**src/rtl/mii_tx_pkg.sv**
```systemverilog
// Shared definitions for the MII transmit framer.
// Assumes a 4-bit nibble path and an 8-bit host byte.
package mii_tx_pkg;
    localparam int NIB_W  = 4;
    localparam int BYTE_W = 2 * NIB_W;

    localparam logic [NIB_W-1:0] NIB_PREAMBLE = 4'h5;
    localparam logic [NIB_W-1:0] NIB_DELIM    = 4'hD;
    localparam logic [NIB_W-1:0] NIB_FILL     = 4'h0;

    // Each state names the nibble that is on the wire while the block is in it.
    typedef enum logic [3:0] {
        ST_IDLE,
        ST_PRE,
        ST_SFD,
        ST_LO,
        ST_HI,
        ST_DRB,
        ST_UNL,
        ST_UNH,
        ST_GAP
    } tx_state_t;
endpackage

```
**src/rtl/mii_tx_seq.sv**
```systemverilog
// Nibble sequencer: steps through preamble, delimiter, data byte halves,
// optional dribble or underrun tail, then the inter-frame gap.
// Assumes: nxt_state is registered in the same edge by the datapath, so the
// state here always names the nibble currently on the wire.
module mii_tx_seq
    import mii_tx_pkg::*;
#(
    parameter int PRE_NIBBLES = 15,
    parameter int IFG_NIBBLES = 24
) (
    input  logic      clk,
    input  logic      rst_n,
    input  logic      in_valid,
    input  logic      in_last,
    input  logic      dribble_req,
    output tx_state_t nxt_state,
    output logic      take,
    output logic      in_ready
);
    localparam int PW = $clog2(PRE_NIBBLES + 1);
    localparam int GW = $clog2(IFG_NIBBLES + 1);
    localparam logic [PW-1:0] PRE_LAST  = PW'(PRE_NIBBLES - 1);
    localparam logic [GW-1:0] GAP_FIRST = GW'(IFG_NIBBLES - 1);

    tx_state_t       state;
    logic [PW-1:0]   pre_cnt;
    logic [GW-1:0]   gap_cnt;
    logic            last_seen;
    logic            drib_arm;
    logic            starting;

    // Ready while the delimiter or the high nibble of a non-final byte is out.
    always_comb begin
        in_ready = (state == ST_SFD) || ((state == ST_HI) && !last_seen);
        take     = in_ready && in_valid;
    end

    // Next-state decision for the nibble sequence.
    always_comb begin
        nxt_state = state;
        unique case (state)
            ST_IDLE: if (in_valid) nxt_state = ST_PRE;
            ST_PRE:  if (pre_cnt == PRE_LAST) nxt_state = ST_SFD;
            ST_SFD, ST_HI: begin
                if ((state == ST_HI) && last_seen)
                    nxt_state = drib_arm ? ST_DRB : ST_GAP;
                else if (in_valid)
                    nxt_state = ST_LO;
                else
                    nxt_state = ST_UNL;
            end
            ST_LO:   nxt_state = ST_HI;
            ST_DRB:  nxt_state = ST_GAP;
            ST_UNL:  nxt_state = ST_UNH;
            ST_UNH:  nxt_state = ST_GAP;
            ST_GAP: begin
                if (gap_cnt == '0)
                    nxt_state = in_valid ? ST_PRE : ST_IDLE;
            end
            default: nxt_state = ST_IDLE;
        endcase
        starting = (nxt_state == ST_PRE) && (state != ST_PRE);
    end

    // State register and the preamble / gap counters.
    always_ff @(posedge clk) begin
        if (!rst_n) begin
            state   <= ST_IDLE;
            pre_cnt <= '0;
            gap_cnt <= '0;
        end else begin
            state <= nxt_state;
            if (starting)
                pre_cnt <= '0;
            else if (state == ST_PRE)
                pre_cnt <= pre_cnt + 1'b1;
            if ((nxt_state == ST_GAP) && (state != ST_GAP))
                gap_cnt <= GAP_FIRST;
            else if ((state == ST_GAP) && (gap_cnt != '0))
                gap_cnt <= gap_cnt - 1'b1;
        end
    end

    // Per-frame flags: final byte seen, dribble request latched at start.
    always_ff @(posedge clk) begin
        if (!rst_n) begin
            last_seen <= 1'b0;
            drib_arm  <= 1'b0;
        end else if (starting) begin
            last_seen <= 1'b0;
            drib_arm  <= dribble_req;
        end else if (take) begin
            last_seen <= in_last;
        end
    end

    // The preamble counter never runs past its final position.
    assert_pre_bound_R2: assert property (@(posedge clk) disable iff (!rst_n)
        (state == ST_PRE) |-> (pre_cnt <= PRE_LAST));

    // After the final byte's high nibble no further byte is asked for.
    assert_no_ready_after_last_R5: assert property (@(posedge clk) disable iff (!rst_n)
        (state == ST_HI && last_seen) |=> !in_ready);
endmodule

```
**src/rtl/mii_tx_nib.sv**
```systemverilog
// Output datapath: registers txd, tx_en and tx_er from the sequencer's next
// state. Holds the high nibble and error flag of the byte being sent.
// Assumes: ST_LO is entered only on an edge where a byte is taken.
module mii_tx_nib
    import mii_tx_pkg::*;
(
    input  logic              clk,
    input  logic              rst_n,
    input  tx_state_t         nxt_state,
    input  logic              take,
    input  logic [BYTE_W-1:0] in_data,
    input  logic              force_err,
    output logic [NIB_W-1:0]  txd,
    output logic              tx_en,
    output logic              tx_er
);
    logic [NIB_W-1:0] hold_hi;
    logic             hold_err;
    logic [NIB_W-1:0] d_n;
    logic             en_n;
    logic             er_n;

    // Pick the nibble and flags that belong to the coming state.
    always_comb begin
        d_n  = NIB_FILL;
        en_n = 1'b1;
        er_n = 1'b0;
        unique case (nxt_state)
            ST_PRE:         d_n = NIB_PREAMBLE;
            ST_SFD:         d_n = NIB_DELIM;
            ST_LO: begin
                d_n  = in_data[NIB_W-1:0];
                er_n = force_err;
            end
            ST_HI: begin
                d_n  = hold_hi;
                er_n = hold_err;
            end
            ST_DRB:         d_n = NIB_FILL;
            ST_UNL, ST_UNH: er_n = 1'b1;
            default:        en_n = 1'b0;
        endcase
    end

    // Output registers toward the PHY.
    always_ff @(posedge clk) begin
        if (!rst_n) begin
            txd   <= '0;
            tx_en <= 1'b0;
            tx_er <= 1'b0;
        end else begin
            txd   <= d_n;
            tx_en <= en_n;
            tx_er <= er_n;
        end
    end

    // Keep the upper half and error mark of an accepted byte.
    always_ff @(posedge clk) begin
        if (!rst_n) begin
            hold_hi  <= '0;
            hold_err <= 1'b0;
        end else if (take) begin
            hold_hi  <= in_data[BYTE_W-1:NIB_W];
            hold_err <= force_err;
        end
    end

    // The wire is quiet whenever transmit enable is low.
    assert_quiet_idle_R11: assert property (@(posedge clk) disable iff (!rst_n)
        !tx_en |-> (!tx_er && txd == '0));
endmodule

```
**src/rtl/mii_tx_framer.sv**
```systemverilog
// Top of the MII nibble transmit framer: host byte handshake in, 4-bit
// transmit stream out, all on the PHY transmit clock.
// Assumes the host supplies complete frames, check sequence included.
module mii_tx_framer
    import mii_tx_pkg::*;
#(
    parameter int PRE_NIBBLES = 15,
    parameter int IFG_NIBBLES = 24
) (
    input  logic       clk,
    input  logic       rst_n,
    input  logic [7:0] in_data,
    input  logic       in_valid,
    input  logic       in_last,
    output logic       in_ready,
    input  logic       force_err,
    input  logic       dribble_req,
    output logic [3:0] txd,
    output logic       tx_en,
    output logic       tx_er
);
    localparam int GW = $clog2(IFG_NIBBLES + 1);
    localparam logic [GW-1:0] GAP_FULL = GW'(IFG_NIBBLES);

    tx_state_t nxt_state;
    logic      take;

    mii_tx_seq #(
        .PRE_NIBBLES(PRE_NIBBLES),
        .IFG_NIBBLES(IFG_NIBBLES)
    ) u_seq (
        .clk        (clk),
        .rst_n      (rst_n),
        .in_valid   (in_valid),
        .in_last    (in_last),
        .dribble_req(dribble_req),
        .nxt_state  (nxt_state),
        .take       (take),
        .in_ready   (in_ready)
    );

    mii_tx_nib u_nib (
        .clk      (clk),
        .rst_n    (rst_n),
        .nxt_state(nxt_state),
        .take     (take),
        .in_data  (in_data),
        .force_err(force_err),
        .txd      (txd),
        .tx_en    (tx_en),
        .tx_er    (tx_er)
    );

    // Saturating count of low transmit-enable cycles, used to check the gap.
    logic [GW-1:0] low_cnt;
    always_ff @(posedge clk) begin
        if (!rst_n)
            low_cnt <= GAP_FULL;
        else if (tx_en)
            low_cnt <= '0;
        else if (low_cnt < GAP_FULL)
            low_cnt <= low_cnt + 1'b1;
    end

    // A frame opens with a preamble nibble.
    assert_first_nibble_R2: assert property (@(posedge clk) disable iff (!rst_n)
        $rose(tx_en) |-> (txd == 4'h5 && !tx_er));

    // A taken byte's low half is on the wire in the next cycle.
    assert_low_half_R4: assert property (@(posedge clk) disable iff (!rst_n)
        (in_ready && in_valid) |=> (tx_en && txd == $past(in_data[3:0])));

    // A missing byte turns into an errored nibble.
    assert_underrun_R8: assert property (@(posedge clk) disable iff (!rst_n)
        (in_ready && !in_valid) |=> (tx_en && tx_er && txd == 4'h0));

    // Ready is only offered in the middle of a frame.
    assert_ready_in_frame_R5: assert property (@(posedge clk) disable iff (!rst_n)
        in_ready |-> tx_en);

    // No frame starts before the full gap has elapsed.
    assert_gap_len_R10: assert property (@(posedge clk) disable iff (!rst_n)
        $rose(tx_en) |-> (low_cnt == GAP_FULL));
endmodule

```
**config.mk**
```make
export PLATFORM = sky130hd
export DESIGN_NAME = mii_tx_framer
export DESIGN_NICKNAME = d
export VERILOG_FILES = /design/src/rtl/mii_tx_pkg.sv /design/src/rtl/mii_tx_seq.sv /design/src/rtl/mii_tx_nib.sv /design/src/rtl/mii_tx_framer.sv
export SDC_FILE = /design/constraint.sdc
export NUM_CORES = 1
export LEC_CHECK = 0
export ABC_AREA = 1
export BUFFER_PORTS_ARGS = -buffer_cell sky130_fd_sc_hd__buf_2
export CAP_MARGIN = 20
export CORE_ASPECT_RATIO = 0.8
export CORE_MARGIN = 4
export CORE_UTILIZATION = 57
export CTS_CLUSTER_DIAMETER = 80
export CTS_CLUSTER_SIZE = 10
export DETAILED_ROUTE_END_ITERATION = 8
export GPL_TIMING_DRIVEN = 0
export PLACE_DENSITY_LB_ADDON = 0.15
export SETUP_SLACK_MARGIN = 0.3
export SLEW_MARGIN = 20
export SYNTH_ARGS = -nofsm -noshare
export SYNTH_HDL_FRONTEND = slang
export SYNTH_SLANG_ARGS = --single-unit
```
**constraint.sdc**
```tcl
create_clock -name clk -period 3.8 [get_ports clk]
set_input_delay 1.14 -clock clk [delete_from_list [all_inputs] [get_ports clk]]
set_output_delay 1.14 -clock clk [all_outputs]
set_load 0.01 [all_outputs]
```
==> results.tsv <==
stage	metric	value	unit
clock_tree	cts_tree	yes	
setup_path	cp_slowest_cell	dfxtp_1	
pwr	sequentialPowerShare	59.9	%
cells_and_area	fin_nets	237	
sta	setup_tns	0	ns
clock_tree	cts_resized	0	
drt	drc	0	
synth	synth_seq_cells	26	
setup_path	crit_chain	nor2_2 -> nand2_1 -> o21ai_2 -> buf_2	
global_route	grt_max_degree	15	
sta	fin_crit	2.51	ns
clock_tree	cts_htree_levels	1	
floorplan	die_w	62.6	um
synth	synth_top_family_by_area	simple AND/OR/NAND/NOR gates	
clock_tree	root_buffer	clkbuf_4	
synth	yosysTopAreaCell	dfxtp_1	
pwr	power.switching	0.115	mW
sta	hold_viol	0	
synth	synth_warnings	0	
synth	synthXorXnorAreaFrac	2.58	%
job	maxCapViolations	0	
floorplan	rows	15	
synth	syn_avg_cell_area	7.00	um2
clock_tree	post-cts-setup-buffers	0	
synth	synth_mux_area_share	0	%
setup_path	path_class	flop to output port	
floorplan	core_area	2210	um2
pwr	p_leak	0.745	nW
setup_path	start_kind	flop	
setup_path	path_buf_inv	1	
placed_design	io_buffers	20	
clock_tree	cts_hold_buffers	0	
synth	synth-compound-area-share	9.22	%
synth	yosys.area_share.simple	35.9	%
floorplan	floorplan.initialDensity	61.3	%
sta	fmax	398	MHz
setup_path	critPathCaptureType	output port	
setup_path	cp_max_fo	4	
setup_path	critPathTopFamily	flip-flops	
clock_tree	path_clk_slew	0.14	ns
cells_and_area	area.growth.synth_to_final	12.4	%
drt	drt_pass1_iterations	5	
pwr	intPower	0.357	mW
clock_tree	cts_sinks	26	
synth	synth_top_flop_cell	dfxtp_1	
pwr	comb_power_share	10.3	%
synth	ys_seq_area_share	38.3	%
synth	yosys-top-cells-area	dfxtp_1, nand2_1, inv_1	
global_route	overflow	0	
sta	hold_slack	0.473	ns
sta	fin_skew	0.00817	ns
sta	relSlewSlack	69.7	%
cells_and_area	n_antenna_cell	0	
cells_and_area	drive_above_1_share	20.2	%
setup_path	critPathMaxStageDelay	0.39	ns
floorplan	die_height	51.7	um
clock_tree	clock_latency	0.33	ns
global_route	grtUsageTotal	19.4	%
synth	synth_most_common_cell	nand2_1	
drt	vias	1225	
synth	synth_top_cell_area_share	38.3	%
synth	synthArstFlopShare	0	%
synth	synth.distinct_cells	26	
floorplan	io_pins	21	
drt	via_per_inst	5.04	
clock_tree	cts_buffer_depth	2	
drt	routed_wl	2830	um
cells_and_area	register_area	520	um2
sta	timing.final.crit_share	66.2	%
setup_path	crit_required	2.66	ns
global_route	grt_pass1_vias	1206	
global_route	grt_antenna_before_repair	0	
synth	synthAdderAreaFrac	3.69	%
drt	first_iter_violations	62	
drt	postRouteAntennaNets	0	
placed_design	dp_hpwl	2270	um
pwr	netSwitchingFraction	24.4	%
pwr	ir_drop	0.000185	V
placed_design	gp_congestion	0.939	
synth	synth_edf_count	0	
synth	syn_nets	212	
sta	tightest_slew	0.452	ns
clock_tree	cts_buffers	3	
cells_and_area	multi_input_area	697	um2
drt	routedWlPerCell	11.7	um
min_path	hp-class	flop to flop	
synth	synthCells	194	
cells_and_area	fillers	201	
sta	slew_viol_final	0	
pwr	p_clk_share	29.8	%
synth	synth_common_cells	nand2_1, inv_1, nor2_1	
synth	synth_area	1360	um2
sta	rsz0062_at_grt	no	
setup_path	cp.arrival	1.37	ns
floorplan	die_area	3230	um2
cells_and_area	utilization	68.9	%
outcome	status	finished, final reports clean	
sta	finalSetupViolCount	0	
pwr	powerDensity	310	nW/um2
global_route	grt_pass1_wl	5010	um
## power groups by stage
stage	combinational [mW]	clock, mW	sequential (mW)
finish	0.0485	0.141	0.283
floorplan	0.0309	0	0.289
detailed placement	0.0486	0	0.289
global route	0.0550	0.161	0.284
global placement	0.0475	0	0.288
CTS	0.0488	0.146	0.283
## cell families (layout without fill, tap and decap cells)
| kind of cell | count (synthesis) | in the layout |
|---|---|---|
| AO/OA/AOI/OAI | 21 | 21 |
| XOR/XNOR | 4 | 4 |
| adder cells (fa/ha/maj) | 4 | 4 |
| buffers and inverters | 35 | 59 |
| flip-flops | 26 | 26 |
| AND/OR/NAND/NOR | 104 | 104 |
## through the flow
| stage | setup WS (ns) | cell area [um2] | power [mW] | std cells |
|---|---|---|---|---|
| after CTS | 1.27 | 1530 | 0.477 | 243 |
| after detailed placement | 1.64 | 1490 | 0.337 | 239 |
| after floorplan | 1.84 | 1360 | 0.320 | 194 |
| after global routing | 1.14 | 1530 | 0.500 | 243 |
| final | 1.29 | 1530 | 0.472 | 243 |
| after global placement | 1.66 | 1490 | 0.336 | 239 |
## layer usage
metal	global-route usage [%]	up-vias	share of wire [%]
li1	-	654	-
met1	21.4	549	45
met2	36.6	16	51
met3	5.40	6	3.2
met4	6.23	0	1.4
met5	0	-	0
## sequential cells by signal (all words and copies together) (netlist names)
register and count:
u_seq.last_seen 1, u_seq.gap_cnt 5, u_nib.txd 4, u_nib.hold_err 1
u_seq.state 4, u_nib.tx_er 1, u_nib.hold_hi 4, u_seq.drib_arm 1
u_nib.tx_en 1, u_seq.pre_cnt 4
## cell type report
cell class | count | area share, %
Sequential cell | 26 | 34.1
Buffer | 2 | 0.738
Tap cell | 25 | 2.05
Timing Repair Buffer | 20 | 6.56
Multi-Input combinational cell | 133 | 45.7
Inverter | 33 | 8.45
Clock buffer | 4 | 2.38
## worst paths after layout
| kind | end | start | cells after the start | slack [ns] |
|---|---|---|---|---|
| setup / recovery | in_ready | u_seq.state[0] | 4 | 1.29 |
| hold / removal | u_seq.gap_cnt[0] | u_seq.gap_cnt[0] | 2 | 0.47 |
| setup reg to reg | u_nib.txd[0] | u_seq.state[3] | 10 | 2.14 |
| hold reg to reg | u_seq.gap_cnt[0] | u_seq.gap_cnt[0] | 2 | 0.47 |
## layout by cell type, fill, tap and decap left out
cell type / instances
clkbuf_8: 1
nor2_1: 28
buf_4: 1
o21ai_2: 1
a21oi_1: 8
nor2_4: 2
a31oi_1: 4
clkbuf_1: 1
xnor2_1: 1
o21ai_4: 1
nand3_1: 15
nand2_4: 1
nand3_2: 3
xor2_1: 3
clkbuf_4: 3
dfxtp_1: 26
nor3_1: 1
inv_1: 29
nand2_1: 44
nor2_2: 2
nand4_2: 1
inv_2: 3
nand2_2: 3
o21ai_0: 7
nand4_1: 3
buf_2: 20
ha_1: 4
inv_6: 1
nor3_2: 1
## worst reg2reg max path, stage by stage, from the launching register on
cell	delay [ns]
dfxtp_1	0.38
nor2_2	0.21
inv_1	0.08
nor3_2	0.36
nor2_1	0.10
nand2_2	0.13
nor2_4	0.06
nand3_1	0.09
nand3_1	0.08
nand2_1	0.06
inv_1	0.03
No activity file was read; power rests on OpenSTA's default activity.
